[src/rtl/sysctl_pkg.sv]
package sysctl_pkg;

  typedef enum logic [1:0] {
    TGT_ZERO  = 2'd0,
    TGT_IDENT = 2'd1,
    TGT_CTYPE = 2'd2,
    TGT_CTRL  = 2'd3
  } tgt_e;

  typedef struct packed {
    logic [3:0] cond;
    logic [3:0] major;
    logic [2:0] op1;
    logic       dir_rd;
    logic [3:0] crn;
    logic [3:0] rd;
    logic [3:0] cpnum;
    logic [2:0] op2;
    logic       xfer_bit;
    logic [3:0] crm;
  } cop_insn_t;

  localparam logic [3:0] SYS_CPNUM = 4'hF;
  localparam logic [3:0] COND_RSVD = 4'hF;

endpackage

[src/rtl/sysctl_decode.sv]
module sysctl_decode
  import sysctl_pkg::*;
#(
  parameter int NUM_CTRL = 4
) (
  input  logic                insn_valid,
  input  logic [31:0]         insn,
  input  logic                priv,
  output logic                dec_trap,
  output logic                dec_done,
  output logic                dec_rd_load,
  output tgt_e                dec_tgt,
  output logic [3:0]          dec_crn,
  output logic [3:0]          dec_rd,
  output logic [NUM_CTRL-1:0] dec_wr_en
);

  cop_insn_t f;
  logic ours, form_xfer, form_dop, form_ldst, legal, sbz_ok, in_ctrl;

  localparam logic [3:0] LAST_CTRL = 4'(NUM_CTRL);

  assign f = cop_insn_t'(insn);

  always_comb begin
    form_xfer = (f.major == 4'b1110) && f.xfer_bit;
    form_dop  = (f.major == 4'b1110) && !f.xfer_bit;
    form_ldst = (f.major[3:1] == 3'b110);
    ours      = insn_valid && (f.cpnum == SYS_CPNUM) && (f.cond != COND_RSVD)
                && (form_xfer || form_dop || form_ldst);
    dec_trap  = ours && (form_dop || form_ldst || (form_xfer && !priv));
    legal     = ours && form_xfer && priv;
    dec_done  = legal;
    dec_rd_load = legal && f.dir_rd;

    sbz_ok  = (f.op1 == 3'd0) && (f.crm == 4'd0);
    in_ctrl = (f.crn >= 4'd1) && (f.crn <= LAST_CTRL) && (f.op2 == 3'd0);

    if (!sbz_ok)            dec_tgt = TGT_ZERO;
    else if (f.crn == 4'd0) dec_tgt = (f.op2 == 3'd1) ? TGT_CTYPE : TGT_IDENT;
    else if (in_ctrl)       dec_tgt = TGT_CTRL;
    else                    dec_tgt = TGT_ZERO;
  end

  assign dec_crn = f.crn;
  assign dec_rd  = f.rd;

  for (genvar i = 0; i < NUM_CTRL; i++) begin : g_wen
    assign dec_wr_en[i] = legal && !f.dir_rd && (dec_tgt == TGT_CTRL)
                          && (f.crn == 4'(i + 1));
  end

endmodule

[src/rtl/sysctl_ctrl_regs.sv]
module sysctl_ctrl_regs #(
  parameter int NUM_CTRL = 4,
  parameter int DW       = 32
) (
  input  logic                         clk,
  input  logic                         rst_n,
  input  logic [NUM_CTRL-1:0]          wr_en,
  input  logic [DW-1:0]                wr_data,
  output logic [NUM_CTRL-1:0][DW-1:0]  regs_q
);

  for (genvar i = 0; i < NUM_CTRL; i++) begin : g_reg
    logic [DW-1:0] nxt;

    always_comb begin
      nxt = regs_q[i];
      if (wr_en[i]) nxt = wr_data;
    end

    always_ff @(posedge clk or negedge rst_n) begin
      if (!rst_n)        regs_q[i] <= '0;
      else if (wr_en[i]) regs_q[i] <= nxt;
    end
  end

endmodule

[src/rtl/sysctl_rdmux.sv]
module sysctl_rdmux
  import sysctl_pkg::*;
#(
  parameter int NUM_CTRL = 4,
  parameter int DW       = 32
) (
  input  tgt_e                         tgt,
  input  logic [3:0]                   crn,
  input  logic [DW-1:0]                ident_word,
  input  logic [DW-1:0]                ctype_word,
  input  logic [NUM_CTRL-1:0][DW-1:0]  regs_q,
  output logic [DW-1:0]                rd_val
);

  logic [DW-1:0] ctrl_val;

  always_comb begin
    ctrl_val = '0;
    for (int i = 0; i < NUM_CTRL; i++) begin
      if (crn == 4'(i + 1)) ctrl_val = regs_q[i];
    end
  end

  always_comb begin
    unique case (tgt)
      TGT_IDENT: rd_val = ident_word;
      TGT_CTYPE: rd_val = ctype_word;
      TGT_CTRL:  rd_val = ctrl_val;
      default:   rd_val = '0;
    endcase
  end

endmodule

[src/rtl/sysctl_cop_access.sv]
module sysctl_cop_access
  import sysctl_pkg::*;
#(
  parameter int          NUM_CTRL   = 4,
  parameter logic [7:0]  IMPL_CODE  = 8'h5A,
  parameter logic [3:0]  SPEC_REV   = 4'h1,
  parameter logic [3:0]  ARCH_CODE  = 4'h2,
  parameter logic [11:0] PART_NUM   = 12'h3C7,
  parameter logic [3:0]  LAYOUT_REV = 4'h4,
  parameter logic [31:0] CACHE_TYPE = 32'h0D17_2172
) (
  input  logic        clk,
  input  logic        rst_n,
  input  logic        insn_valid,
  input  logic [31:0] insn,
  input  logic        priv,
  input  logic [31:0] wr_data,
  output logic        done,
  output logic        trap,
  output logic [31:0] rd_data,
  output logic [3:0]  rd_reg
);

  localparam int DW = 32;
  localparam logic [DW-1:0] IDENT_WORD =
    {IMPL_CODE, SPEC_REV, ARCH_CODE, PART_NUM, LAYOUT_REV};

  logic                        dec_trap, dec_done, dec_rd_load;
  tgt_e                        dec_tgt;
  logic [3:0]                  dec_crn, dec_rd;
  logic [NUM_CTRL-1:0]         dec_wr_en;
  logic [NUM_CTRL-1:0][DW-1:0] regs_q;
  logic [DW-1:0]               rd_val;

  logic            done_nxt, trap_nxt;
  logic [DW-1:0]   rd_data_nxt;
  logic [3:0]      rd_reg_nxt;

  sysctl_decode #(.NUM_CTRL(NUM_CTRL)) u_decode (
    .insn_valid (insn_valid),
    .insn       (insn),
    .priv       (priv),
    .dec_trap   (dec_trap),
    .dec_done   (dec_done),
    .dec_rd_load(dec_rd_load),
    .dec_tgt    (dec_tgt),
    .dec_crn    (dec_crn),
    .dec_rd     (dec_rd),
    .dec_wr_en  (dec_wr_en)
  );

  sysctl_ctrl_regs #(.NUM_CTRL(NUM_CTRL), .DW(DW)) u_regs (
    .clk    (clk),
    .rst_n  (rst_n),
    .wr_en  (dec_wr_en),
    .wr_data(wr_data),
    .regs_q (regs_q)
  );

  sysctl_rdmux #(.NUM_CTRL(NUM_CTRL), .DW(DW)) u_rdmux (
    .tgt       (dec_tgt),
    .crn       (dec_crn),
    .ident_word(IDENT_WORD),
    .ctype_word(CACHE_TYPE),
    .regs_q    (regs_q),
    .rd_val    (rd_val)
  );

  always_comb begin
    done_nxt    = dec_done;
    trap_nxt    = dec_trap;
    rd_data_nxt = rd_val;
    rd_reg_nxt  = dec_rd;
  end

  always_ff @(posedge clk or negedge rst_n) begin
    if (!rst_n) begin
      done <= 1'b0;
      trap <= 1'b0;
    end else begin
      done <= done_nxt;
      trap <= trap_nxt;
    end
  end

  always_ff @(posedge clk or negedge rst_n) begin
    if (!rst_n) begin
      rd_data <= '0;
      rd_reg  <= '0;
    end else if (dec_rd_load) begin
      rd_data <= rd_data_nxt;
      rd_reg  <= rd_reg_nxt;
    end
  end

endmodule

[config.mk]
export PLATFORM = sky130hd
export DESIGN_NAME = sysctl_cop_access
export DESIGN_NICKNAME = d
export VERILOG_FILES = /design/src/rtl/sysctl_pkg.sv /design/src/rtl/sysctl_decode.sv /design/src/rtl/sysctl_ctrl_regs.sv /design/src/rtl/sysctl_rdmux.sv /design/src/rtl/sysctl_cop_access.sv
export SDC_FILE = /design/constraint.sdc
export NUM_CORES = 1
export LEC_CHECK = 0
export ABC_AREA = 1
export ABC_CLOCK_PERIOD_IN_PS = 1850
export BUFFER_PORTS_ARGS = -buffer_cell sky130_fd_sc_hd__buf_2
export CORE_MARGIN = 4
export CORE_UTILIZATION = 30
export CTS_CLUSTER_DIAMETER = 120
export CTS_CLUSTER_SIZE = 14
export DETAILED_ROUTE_END_ITERATION = 16
export PLACE_DENSITY = 0.43
export SLEW_MARGIN = 10
export SYNTH_ARGS = -nofsm -noshare
export SYNTH_HDL_FRONTEND = slang
export SYNTH_SLANG_ARGS = --single-unit
export TNS_END_PERCENT = 5
[constraint.sdc]
create_clock -name clk -period 1.85 [get_ports clk]
set_input_delay 0.37 -clock clk [delete_from_list [all_inputs] [get_ports clk]]
set_output_delay 0.37 -clock clk [all_outputs]
set_load 0.02 [all_outputs]
# ---- After elaboration in Yosys (flattened, before gate mapping)
# Cells that the tools add are included.
dict set report word_totals {
  romBits 0
  input_bits 68
  latchBits 0
  out_inout_bits 38
  word_cells 61
  ram_bits 0
  mem_count 0
  reg_bits 166
}
dict set report classes {
  mux 9
  reduce_logical 30
  multipliers 0
  n_bitwise 0
  order_cmp 2
  n_eq_ne 12
  n_shift 0
  add_sub_neg 0
  div_mod_pow 0
}
# op n
set op_table {}
lappend op_table {{$mux W32} 4}
lappend op_table {{$pmux W32 S3} 1}
lappend op_table {{$logic_and A1 B1 Y1} 19}
lappend op_table {{$eq A4 B2 Y1 const B} 2}
lappend op_table {{$eq A4 B4 Y1 const B} 2}
lappend op_table {{$logic_not A4 Y1} 2}
lappend op_table {{$mux W2} 4}
lappend op_table {{$logic_not A3 Y1} 2}
lappend op_table {{$eq A2 B2 Y1 const B} 2}
lappend op_table {{$eq A4 B1 Y1 const B} 1}
lappend op_table {{$eq A4 B3 Y1 const B} 1}
lappend op_table {{$ge A4 B1 Y1 const B} 1}
lappend op_table {{$le A4 B3 Y1 const B} 1}
lappend op_table {{$logic_or A1 B1 Y1} 4}
lappend op_table {{$ne A4 B4 Y1 const B} 1}
lappend op_table {{$eq A3 B1 Y1 const B} 1}
lappend op_table {{$eq A3 B3 Y1 const B} 1}
lappend op_table {{$logic_not A1 Y1} 3}
lappend op_table {{$eq A2 B1 Y1 const B} 1}

# ---- Longest topological paths before layout
# Gate-level depths: netlist of run 1.
dict set report logic_depth {
  word_depth 10
  depth_mapped 11
  mapped_depth_nobuf 10
}

# ---- Modules after synthesis
# Synthesis of run 1 repeated with hierarchy kept, for this count alone.
dict set report hier_totals {
  cells_unflattened 1168
  hier_area_um2 8958.6
}
# module area_each_um2 cells_per_inst seq_area_each_um2 n_inst
set modules_own_cells {}
lappend modules_own_cells {sysctl_ctrl_regs 5036.1 544 3203.1 1}
lappend modules_own_cells {sysctl_rdmux 2053.2 403 0.0 1}
lappend modules_own_cells {sysctl_cop_access 1476.4 156 950.9 1}
lappend modules_own_cells {sysctl_decode 392.9 65 0.0 1}

# ---- Worst setup path before layout of run 1
# Ideal clock, no wire load.
dict set report synth_timing {
  kind {in2reg}
  startpoint {input port insn[0]}
  endpoint {register u_regs.regs_q[118] (netlist bit)}
  t_required_ns 1.733
  path_stages 9
  setup_time_ns 0.117
  slack_ns 0.190
  n_path_buf 1
  arrival_ns 1.543
  path_cell_list {nor2_1 -> nand2_1 -> nor2_1 -> nand3_2 -> nor2_4 -> nand2_1 -> clkbuf_1 -> nand2_1 -> nand2_1}
}
dict set report synth_via {
  elab_chain_cells 6
}
# element line_no
set synth_lines {}
lappend synth_lines {{from (decl)} sysctl_cop_access.sv:15} ;# input logic [31:0] insn,
lappend synth_lines {{$logic_not A4 Y1} sysctl_decode.sv:36} ;# sbz_ok = (f.op1 == 3'd0) && (f.crm == 4'd0);
lappend synth_lines {{$logic_and A1 B1 Y1} sysctl_decode.sv:36}
lappend synth_lines {{$mux W2} sysctl_decode.sv:39} ;# if (!sbz_ok) dec_tgt = TGT_ZERO;
lappend synth_lines {{$eq A2 B2 Y1} sysctl_decode.sv:49} ;# assign dec_wr_en[i] = legal && !f.dir_rd && (dec_tgt == TGT_CTRL)
lappend synth_lines {{$logic_and A1 B1 Y1} sysctl_decode.sv:49}
lappend synth_lines {{$logic_and A1 B1 Y1} sysctl_decode.sv:50} ;# && (f.crn == 4'(i + 1));
lappend synth_lines {{to (signal, indexed assignment)} sysctl_ctrl_regs.sv:22} ;# else if (wr_en[i]) regs_q[i] <= nxt;
lappend synth_lines {{to (decl)} sysctl_ctrl_regs.sv:9} ;# output logic [NUM_CTRL-1:0][DW-1:0] regs_q
# Every way passes these cells.
# A chain may end at the register's enable or synchronous reset.

# ---- Worst setup path in the final report of run 1
dict set report layout_timing {
  startpoint {input port insn[16]}
  endpoint {register u_regs.regs_q[6] (netlist bit)}
}
dict set report layout_via {
  elab_chain_cells 9
  word_cells_on_any_way 12
  cone_classes {2 x order compare; 2 x eq/ne; 3 x mux; 5 x reduce/logical}
}
# element line_no
set layout_lines {}
lappend layout_lines {{$ge A4 B1 Y1 or $le A4 B3 Y1 (tied branches)} sysctl_decode.sv:37} ;# in_ctrl = (f.crn >= 4'd1) && (f.crn <= LAST_CTRL) && (f.op2 == 3'd0);
lappend layout_lines {{$logic_and A1 B1 Y1 (2 in a row)} sysctl_decode.sv:37}
lappend layout_lines {{$mux W2} sysctl_decode.sv:41} ;# else if (in_ctrl) dec_tgt = TGT_CTRL;
lappend layout_lines {{$mux W2} sysctl_decode.sv:40} ;# else if (f.crn == 4'd0) dec_tgt = (f.op2 == 3'd1) ? TGT_CTYPE : TGT_IDENT;
lappend layout_lines {{$mux W2} sysctl_decode.sv:39}
lappend layout_lines {{$eq A2 B2 Y1} sysctl_decode.sv:49}
lappend layout_lines {{$logic_and A1 B1 Y1} sysctl_decode.sv:49}
lappend layout_lines {{$logic_and A1 B1 Y1 (*)} sysctl_decode.sv:50}
# Every way passes the cells marked *; elsewhere a longest branch is shown, timed or not.

==> impl_metrics.toml, run 1 <==
[layout]
finish.net_count = 1236
n_fill_cell = 2691
antenna_cells = 0
finish.instance_area_um2 = 9910
final_layout_size_suffix_gt1_share_pct = 18.6
footprint_of_the_multi_input_gates_um2 = 3210
syn_to_final_growth_pct = 26.1
max_ffs_per_register = 128
fin_util_pct = 38.9
final_cell_mix = "sky130_fd_sc_hd__nand2_1, sky130_fd_sc_hd__nand3_1, sky130_fd_sc_hd__dfrtp_1"
seqCellArea_um2 = 4150
layout.cells.most_common = "sky130_fd_sc_hd__nand2_1"

[sta]
final-hold-violation-count = 0
max_clock_freq_mhz = 629
period_minus_slack_ns = 1.59
setup_violating_endpoint_count_in_the_final_report = 0
slew_viol_final = 0
rsz_0062_raised_after_global_routing = "no"
max_slew_margin_pct = 61.7
fin_crit_sh_pct = 85.9
tightest_slew_ns = 0.572
skew_ns = 0.00889

[clocking]
cts_sinks = 166
cts_repair_resize_count = 0
cts_htree_levels = 4
clk_transition_reported_paths_ns = 0.07
tritoncts = "done"
master_cell_of_the_clock_root_buffer = "sky130_fd_sc_hd__clkbuf_16"
clock_insertion_delay_worst_skew_ns = 0.43
cts_buffers = 17
max-clock-path-buffers = 2

[critical_path]
critPathArrivalTime_ns = 1.95
timing_worst_setup_path_type = "in2reg"
endpoint = "u_regs.regs_q[6]"
rrSetupSlack_ns = 0.81
regToRegStartpoint = "u_regs.regs_q[100]"
crit_required_ns = 2.21
cp_cell_sequence = "buf_2 > nor2_1 > nor2_1 > nor2_1 > nand3_2 > nor2_4 > buf_4 > buf_12 > nand3_1 > nand2_1"
slowest_stage = "sky130_fd_sc_hd__nor2_4"
end_kind = "flip-flop"
crit_path_start = "insn[16]"
r2r_end = "rd_data[4]"
cpPeakStageDelay_ns = 0.24
critical_path.startpoint_type = "input pin"
crit_path_frequent_cell = "sky130_fd_sc_hd__nor2_1"
reg2reg_depth = 3
critical_path_peak_fanout = 34

[synth]
syn-cell-area_um2 = 7860
synthCells = 1034
synthesis.area_per_instance_um2 = 7.60
synth.area.mux_share_pct = 0
yosys_reg_bits = 166
synth_top_family_by_area = "simple AND/OR/NAND/NOR gates"
synth_fp_nets = 1102
synth-adder-area-share_pct = 0
post_synth_num_cell_types = 18
synth_compound_gate_area_share_pct = 1.97
synth-xor-area-share_pct = 0
yosysTopAreaCellShare_pct = 52.8
synth_sequential_area_ratio_pct = 52.8
top_area_cells_in_the_synthesized_netlist = "sky130_fd_sc_hd__dfrtp_1, sky130_fd_sc_hd__nand2_1, sky130_fd_sc_hd__nand3_1"
synth_simple_gate_area_share_pct = 38.6
cell_type_with_the_largest_total_area_after_synthesis = "sky130_fd_sc_hd__dfrtp_1"
yosys_warnings = 0

[global_route]
grt_max_degree = 99
globalRouteTotalUtil_pct = 17.8
grt_first_pass_wirelength_mm = 40.3
gr-total-overflow = 0
initial_antenna_violation_count = 0
first_global_vias = 6980

[power_and_ir_drop]
static_leakage_nw = 5.54
finalPower_mw = 7.82
power_switching_mw = 1.82
peakVddDrop_mv = 0.472
switching_share_pct = 23.2
internal-power_mw = 6.01
p_per_area_nw_per_um2 = 789
p_comb_share_pct = 5.4
power_frac_clock_pct = 48.1
seq_power_share_pct = 46.5

[die]
initial_core_util_pct = 30.9
core-area_um2 = 25500
fp.dieH_um = 170
die_area_um2 = 28900
io_pins = 106
die_w_um = 170
num_rows = 58

[detailed_routing]
wirelength_per_cell_um = 16.7
routed-via-count = 7062
detail_route.first_pass.iterations = 6
drc = 0
route.final.wire_length_mm = 25.2
detail-route-antenna-nets = 0
dr.first_iter.drc_count = 541
viasPerCell = 4.68

[place]
dp_hpwl_mm = 16.6
numPortBuffers = 105
globalplace.congestion = 0.758
detailed_place.area_um2 = 9290

[job]
drv_cap = 0

[run_status]
outcome = "finished, final reports clean"

[hold_path]
worstHoldPathType = "in2reg"
==> metal layers <==
metal / vias up / part of all wire [%] / global-route usage, %
li1: 3538 / - / -
met1: 3337 / 49 / 26.0
met2: 171 / 45 / 27.8
met3: 16 / 5.3 / 2.86
met4: 0 / 0.98 / 4.34
met5: - / 0 / 0
==> cell families after synthesis <==
group	count (synthesis)
compound gates	24
buf+inv	118
flops	166
simple gates	726
==> cells in the mapped netlist <==
cell type / number
sky130_fd_sc_hd__a21boi_0: 13
sky130_fd_sc_hd__a21oi_1: 6
sky130_fd_sc_hd__buf_1: 3
sky130_fd_sc_hd__buf_2: 11
sky130_fd_sc_hd__buf_4: 16
sky130_fd_sc_hd__clkbuf_1: 32
sky130_fd_sc_hd__dfrtp_1: 166
sky130_fd_sc_hd__inv_1: 56
sky130_fd_sc_hd__nand2_1: 438
sky130_fd_sc_hd__nand3_1: 181
sky130_fd_sc_hd__nand3_2: 1
sky130_fd_sc_hd__nand3b_1: 1
sky130_fd_sc_hd__nand4_1: 20
sky130_fd_sc_hd__nor2_1: 78
sky130_fd_sc_hd__nor2_4: 1
sky130_fd_sc_hd__o21ai_0: 3
sky130_fd_sc_hd__o22ai_1: 2
sky130_fd_sc_hd__or2_2: 6
==> worst min-delay path by stage <==
stage	from	to	cells past startpoint
after global placement	rst_n	u_regs.regs_q[11]	1
after floorplan	rst_n	done	0
after CTS	insn[14]	rd_reg[2]	3
final	insn[14]	rd_reg[2]	3
after global routing	insn[12]	rd_reg[0]	3
after detailed placement	rst_n	u_regs.regs_q[11]	1
==> timing repair <==
item | CTS | global route
hold endpoints to repair | 68 | 0
setup buffers | 0 | 0
hold buffers | 1 | 0
==> area by class of cell <==
cell class / count / share of cell area, %
flip-flops and latches: 166 / 41.9
multi-input cells: 750 / 32.4
repair buffers: 177 / 13.2
clock buffers: 20 / 4.71
well taps: 330 / 4.17
inverters: 56 / 2.12
clock inverters: 10 / 1.46
==> per-stage QoR <==
| step | setup WS [ns] | setup TNS (ns) | cells | hold WS [ns] |
|---|---|---|---|---|
| after global placement | -0.121 | -10.28 | 1478 | 0.159 |
| after CTS | 0.289 | 0 | 1509 | 0.115 |
| after global routing | 0.0776 | 0 | 1509 | 0.144 |
| after detailed placement | -0.149 | -13.81 | 1478 | 0.160 |
| final | 0.260 | 0 | 1509 | 0.133 |
| after floorplan | 0.190 | 0 | 1034 | 0.0744 |
==> power groups by stage <==
stage,combinational [mW],clock (mW),sequential (mW)
floorplan,0.105,0,3.72
global route,0.470,4.00,3.64
detailed placement,0.428,0,3.71
global placement,0.429,0,3.71
CTS,0.431,3.85,3.64
finish,0.421,3.76,3.64
==> critical path, delay by kind of cell <==
| kind | cells | cell delay, ns |
|---|---|---|
| and+or+nand+nor | 7 | 1.08 |
| buffers and inverters | 3 | 0.51 |
No activity file was read; power rests on OpenSTA's default activity.
==> run 2, diff against run 1 <==
--- a/config.mk
+++ b/config.mk
@@ -10,6 +10,7 @@
 export BUFFER_PORTS_ARGS = -buffer_cell sky130_fd_sc_hd__buf_2
 export CORE_MARGIN = 4
 export CORE_UTILIZATION = 30
+export CTS_BUF_LIST = sky130_fd_sc_hd__clkbuf_8
 export CTS_CLUSTER_DIAMETER = 120
 export CTS_CLUSTER_SIZE = 14
 export DETAILED_ROUTE_END_ITERATION = 16
==> run 2 against run 1 <==
Against the previous run: sequential share of layout area increased by 0.83 points; register-to-register slack is essentially flat; clock skew increased by 0.0027 ns; final cell count stayed put; clock power down 24%; utilization down 0.75 points; highest routed layer unchanged; critical path depth decreased by 1; combinational power hardly changed; via count about the same; first-iteration DRC count shrank 8.9%; clock-buffer cell count did not move; setup slack better by 0.060 ns.
==> impl_metrics.toml, run 2 (synthesis gave the netlist of run 1 again) <==
[hold_path]
worstHoldPathType = "in2reg"

[detailed_routing]
wirelength_per_cell_um = 16.6
route.final.wire_length_mm = 25.1
drc = 0
dr.first_iter.drc_count = 493
detail_route.first_pass.iterations = 5
detail-route-antenna-nets = 0
viasPerCell = 4.68
routed-via-count = 7061

[layout]
seqCellArea_um2 = 4150
final_layout_size_suffix_gt1_share_pct = 18.6
layout.cells.most_common = "sky130_fd_sc_hd__nand2_1"
max_ffs_per_register = 128
finish.net_count = 1236
syn_to_final_growth_pct = 23.7
footprint_of_the_multi_input_gates_um2 = 3210
final_cell_mix = "sky130_fd_sc_hd__nand2_1, sky130_fd_sc_hd__nand3_1, sky130_fd_sc_hd__dfrtp_1"
antenna_cells = 0
n_fill_cell = 2716

[power_and_ir_drop]
static_leakage_nw = 5.45
peakVddDrop_mv = 0.390
p_per_area_nw_per_um2 = 711
finalPower_mw = 6.91

[die]
initial_core_util_pct = 30.9
core-area_um2 = 25500
fp.dieH_um = 170
die_area_um2 = 28900
num_rows = 58
io_pins = 106
die_w_um = 170

[critical_path]
critical_path_peak_fanout = 29
rrSetupSlack_ns = 0.82
timing_worst_setup_path_type = "in2reg"
crit_required_ns = 2.23
end_kind = "flip-flop"
critPathArrivalTime_ns = 1.91
critical_path.startpoint_type = "input pin"

[sta]
slew_viol_final = 0
period_minus_slack_ns = 1.53
max_clock_freq_mhz = 654
setup_violating_endpoint_count_in_the_final_report = 0
max_slew_margin_pct = 61.1
fin_crit_sh_pct = 82.7
skew_ns = 0.0116
rsz_0062_raised_after_global_routing = "no"
final-hold-violation-count = 0
setup_ws_ns = 0.320
tightest_slew_ns = 0.584

[global_route]
grt_most_used_layer = "met2"
grt_max_degree = 99
gr-total-overflow = 0
initial_antenna_violation_count = 0
globalRouteMet2Util_pct = 27.8
grt_first_pass_wirelength_mm = 40.1
met3_usage_pct = 3.09
globalRouteTotalUtil_pct = 17.7
first_global_vias = 6932
met1_usage_pct = 25.9

[clocking]
tritoncts = "done"
cts_buffers = 17
master_cell_of_the_clock_root_buffer = "sky130_fd_sc_hd__clkbuf_8"
cts_sinks = 166
max-clock-path-buffers = 2
clock_insertion_delay_worst_skew_ns = 0.45
clk_transition_reported_paths_ns = 0.10
cts_htree_levels = 4
cts_setup_buffers = 0

[place]
globalplace.congestion = 0.758
numPortBuffers = 105
dp_hpwl_mm = 16.6
placement.setup.worst_slack_ns = -0.149

[run_status]
outcome = "finished, final reports clean"

[job]
drv_cap = 0
-- run 2: critical path, stage by stage --
cell and delay (ns):
sky130_fd_sc_hd__buf_2 0.14, sky130_fd_sc_hd__nor2_1 0.19, sky130_fd_sc_hd__nor2_1 0.08, sky130_fd_sc_hd__nor2_1 0.15, sky130_fd_sc_hd__nand3_2 0.18, sky130_fd_sc_hd__nor2_4 0.23, sky130_fd_sc_hd__buf_4 0.35, sky130_fd_sc_hd__nand3_1 0.12
sky130_fd_sc_hd__nand2_1 0.08
-- run 2: metal layers --
layer / wire (um) / share of wire (%)
met1: 12600 / 50
met2: 11200 / 45
met3: 1040 / 4.2
met4: 242 / 0.96
met5: 0 / 0
-- run 2: through the flow --
stage / TNS [ns] / area [um2] / util [%] / cells / hold WS [ns]
final: 0 / 9720 / 38.2 / 1509 / 0.108
after global routing: 0 / 9720 / 38.2 / 1509 / 0.0949
after CTS: 0 / 9720 / 38.2 / 1509 / 0.0726
after detailed placement: -13.81 / 9290 / 36.5 / 1478 / 0.160
after global placement: -10.28 / 9290 / 36.5 / 1478 / 0.159
after floorplan: 0 / 7860 / - / 1034 / 0.0744
-- run 2: cell type report --
class	instances	area share [%]
Clock buffer	20	2.83
Clock inverter	10	1.49
Inverter	56	2.16
Multi-Input combinational cell	750	33.0
Sequential cell	166	42.7
Tap cell	330	4.25
Timing Repair Buffer	177	13.5
-- run 2: timing repair --
item / CTS / global route
hold buffers: 1 / 0
endpoints found under the hold margin: 68 / 0
resized for setup: 0 / 0
-- run 2: path summary, 6_finish.rpt --
path	startpoint	endpoint	cells past startpoint
min	insn[12]	rd_reg[0]	3
max	insn[16]	u_regs.regs_q[35]	9
max reg2reg	u_regs.regs_q[100]	rd_data[4]	3
min in group asynchronous	rst_n	u_regs.regs_q[11]	2
max in group asynchronous	rst_n	u_regs.regs_q[95]	3
min reg2reg	u_regs.regs_q[113]	u_regs.regs_q[113]	2
-- run 2: power breakdown --
part           switching (mW)  internal [mW]  leakage (nW)  total, mW
Combinational           0.278          0.144          3.03      0.421
Clock                    1.41           1.44         0.196       2.85
Sequential            0.00330           3.63          2.22       3.63
Total                    1.70           5.21          5.45       6.91
==> run 3, diff against run 2 <==
--- a/config.mk
+++ b/config.mk
@@ -5,8 +5,8 @@
 export SDC_FILE = /design/constraint.sdc
 export NUM_CORES = 1
 export LEC_CHECK = 0
-export ABC_AREA = 1
-export ABC_CLOCK_PERIOD_IN_PS = 1850
+export ABC_AREA = 0
+export ABC_CLOCK_PERIOD_IN_PS = 1500
 export BUFFER_PORTS_ARGS = -buffer_cell sky130_fd_sc_hd__buf_2
 export CORE_MARGIN = 4
 export CORE_UTILIZATION = 30
==> constraint.sdc (replaced) <==
create_clock -name clk -period 1.5 [get_ports clk]
set_input_delay 0.3 -clock clk [delete_from_list [all_inputs] [get_ports clk]]
set_output_delay 0.3 -clock clk [all_outputs]
set_load 0.02 [all_outputs]
==> run 3 against run 2 <==
Against the previous run: the run now ends with setup timing left; area after synthesis down 2.4%; global-route usage down 2.2 points; clock skew down 0.0020 ns; via count down 23%; critical path depth down 1; flip-flop and latch count unchanged; sequential power up 23%; combinational power up 43%; largest power group unchanged.
==> impl_metrics.toml, run 3 <==
[run_status]
outcome = "finished with violations"
violations_in_the_final_reports = "setup timing"

[detailed_routing]
wirelength_per_cell_um = 19.5
route.final.wire_length_mm = 21.7
uppermost_metal_layer_occupied_by_signal_nets = "met5"
routed-via-count = 5456
detail-route-antenna-nets = 0
dr_wl_met2_mm = 10.7
wl_met3_um = 808
dr.first_iter.drc_count = 152
met1_length_mm = 9.72
detail_route.first_pass.iterations = 4
drc = 0
viasPerCell = 4.92

[place]
placement.setup.worst_slack_ns = -0.700
numPortBuffers = 105
dp_hpwl_mm = 14.4
dp.cells = 1074
globalplace.congestion = 0.755

[sta]
max_slew_margin_pct = 58.2
fin_crit_sh_pct = 110
slew_viol_final = 0
max_clock_freq_mhz = 608
tightest_slew_ns = 0.626
skew_ns = 0.00965
final-hold-violation-count = 0
rsz_0062_raised_after_global_routing = "yes"
period_minus_slack_ns = 1.64
hold_slack_ns = 0.0514
setup_violating_endpoint_count_in_the_final_report = 125
setup_ws_ns = -0.145

[clocking]
tritoncts = "done"
max-clock-path-buffers = 2
master_cell_of_the_clock_root_buffer = "sky130_fd_sc_hd__clkbuf_8"
cts_htree_levels = 4
clock_insertion_delay_worst_skew_ns = 0.44
clk_transition_reported_paths_ns = 0.09
cts_buffers = 17
cts_sinks = 166

[synth]
synth_sequential_area_ratio_pct = 54.1
synthCells = 620
ys_top_cells_by_count = "sky130_fd_sc_hd__dfrtp_1, sky130_fd_sc_hd__mux2_2, sky130_fd_sc_hd__a21oi_1"
synth_edf_count = 0
syn-cell-area_um2 = 7670
yosysTopAreaCellShare_pct = 54.1
synth_fp_nets = 688
postSynth.asyncResetShare_pct = 100
yosys_warnings = 0
yosys_reg_bits = 166
cell_type_with_the_largest_total_area_after_synthesis = "sky130_fd_sc_hd__dfrtp_1"
ys_dominant_reg_cell = "sky130_fd_sc_hd__dfrtp_1"
synthesis.area_per_instance_um2 = 12.4
top_area_cells_in_the_synthesized_netlist = "sky130_fd_sc_hd__dfrtp_1, sky130_fd_sc_hd__mux2_2, sky130_fd_sc_hd__mux2_1"
yosysMostFrequentCell = "sky130_fd_sc_hd__dfrtp_1"
post_synth_num_cell_types = 38

[layout]
antenna_cells = 0
max_ffs_per_register = 128
final_cell_mix = "sky130_fd_sc_hd__dfrtp_1, sky130_fd_sc_hd__mux2_4, sky130_fd_sc_hd__buf_2"
final_cells = 1110
finish.net_count = 835
syn_to_final_growth_pct = 30.0
layout.cells.most_common = "sky130_fd_sc_hd__dfrtp_1"
final_layout_size_suffix_gt1_share_pct = 42.8

[critical_path]
critical_path_peak_fanout = 14
critical_path.startpoint_type = "input pin"
critical_path_buf_inv_count = 3
r2r_end = "rd_data[27]"
cp_cell_sequence = "buf_6 > and4_4 > nor4_4 > nand4_1 > buf_4 > nor2_4 > buf_12 > mux2_2"
regToRegStartpoint = "u_regs.regs_q[27]"
crit_required_ns = 1.83
critPathArrivalTime_ns = 1.97
end_kind = "flip-flop"
cpPeakStageDelay_ns = 0.35
rrSetupSlack_ns = 0.33
slowest_stage = "sky130_fd_sc_hd__mux2_2"
timing_worst_setup_path_type = "in2reg"
cp_top_family = "simple AND/OR/NAND/NOR gates"
reg2reg_depth = 5

[global_route]
initial_antenna_violation_count = 1
grt_max_degree = 52
first_global_vias = 6155
gr-total-overflow = 0
globalRouteTotalUtil_pct = 15.5
grt_first_pass_wirelength_mm = 34.6

[power_and_ir_drop]
peakVddDrop_mv = 0.435
static_leakage_nw = 5.33
p_per_area_nw_per_um2 = 841

[die]
initial_core_util_pct = 30.5
core-area_um2 = 25200
die_area_um2 = 28200
num_rows = 58
io_pins = 106
die_w_um = 168
fp.dieH_um = 168

[job]
drv_cap = 0

[hold_path]
hold_end = "rd_reg[2]"
hold_depth = 3
worstHoldPathType = "in2reg"
holdCritStartpoint = "insn[14]"
-- run 3: worst max-delay path by stage --
stage | start | to | slack [ns] | depth (start not counted)
floorplan | insn[30] | u_regs.regs_q[10] | -0.40 | 7
global placement | insn[6] | u_regs.regs_q[28] | -0.68 | 7
detailed placement | insn[6] | u_regs.regs_q[27] | -0.70 | 7
CTS | insn[1] | u_regs.regs_q[20] | -0.13 | 7
global route | insn[28] | u_regs.regs_q[37] | -0.20 | 8
finish | insn[28] | u_regs.regs_q[37] | -0.14 | 8
-- run 3: repair_timing --
action,in CTS,in global routing
setup endpoints to repair,155,139
buffers inserted,0,0
gates cloned,1,1
hold buffers,2,0
resized for setup,39,18
hold endpoints to repair,35,0
pin swaps,3,1
-- run 3: cells by family (layout without fill, tap and decap cells) --
family,count (synthesis),in the layout,synth area share [%]
mux,160,160,24.4
compound gates,123,123,10.4
flops,166,166,54.1
buf+inv,49,209,3.28
simple gates,122,122,7.83
-- run 3: per-layer routing --
metal / GRT usage, % / vias up
li1: - / 2526
met1: 19.5 / 2810
met2: 26.9 / 98
met3: 3.76 / 20
met4: 4.09 / 2
met5: 0 / -
-- run 3: per-stage QoR --
stage / instance area, um2 / util [%] / TNS, ns / power, mW
final: 9980 / 39.6 / -10.01 / 8.39
after global placement: 9270 / 36.8 / -96.67 / 5.15
after detailed placement: 9270 / 36.8 / -98.02 / 5.16
after floorplan: 7850 / - / -54.55 / 4.77
after CTS: 9880 / 39.2 / -7.00 / 8.52
after global routing: 9980 / 39.6 / -13.14 / 8.78
-- run 3: cell type report --
| type | instances | area, um2 |
|---|---|---|
| Multi-Input combinational cell | 405 | 3590 |
| Fill cell | 2413 | 15200 |
| Clock buffer | 17 | 234 |
| Clock inverter | 15 | 170 |
| Sequential cell | 166 | 4150 |
| Timing Repair Buffer | 175 | 1410 |
| Tap cell | 330 | 413 |
| Inverter | 2 | 7.51 |
-- run 3: power breakdown --
group | switching [mW] | total (mW) | internal [mW]
clock network | 1.78 | 3.31 | 1.53
registers | 0.00515 | 4.48 | 4.48
logic | 0.360 | 0.603 | 0.243
total | 2.14 | 8.39 | 6.25
-- run 3: worst reg2reg max path, cell delays in order, from the launching register on --
cell and delay [ns]:
sky130_fd_sc_hd__dfrtp_1 0.40, sky130_fd_sc_hd__mux2i_1 0.16, sky130_fd_sc_hd__a211oi_1 0.10, sky130_fd_sc_hd__a21oi_1 0.17
sky130_fd_sc_hd__nor2_1 0.06, sky130_fd_sc_hd__o22a_1 0.17
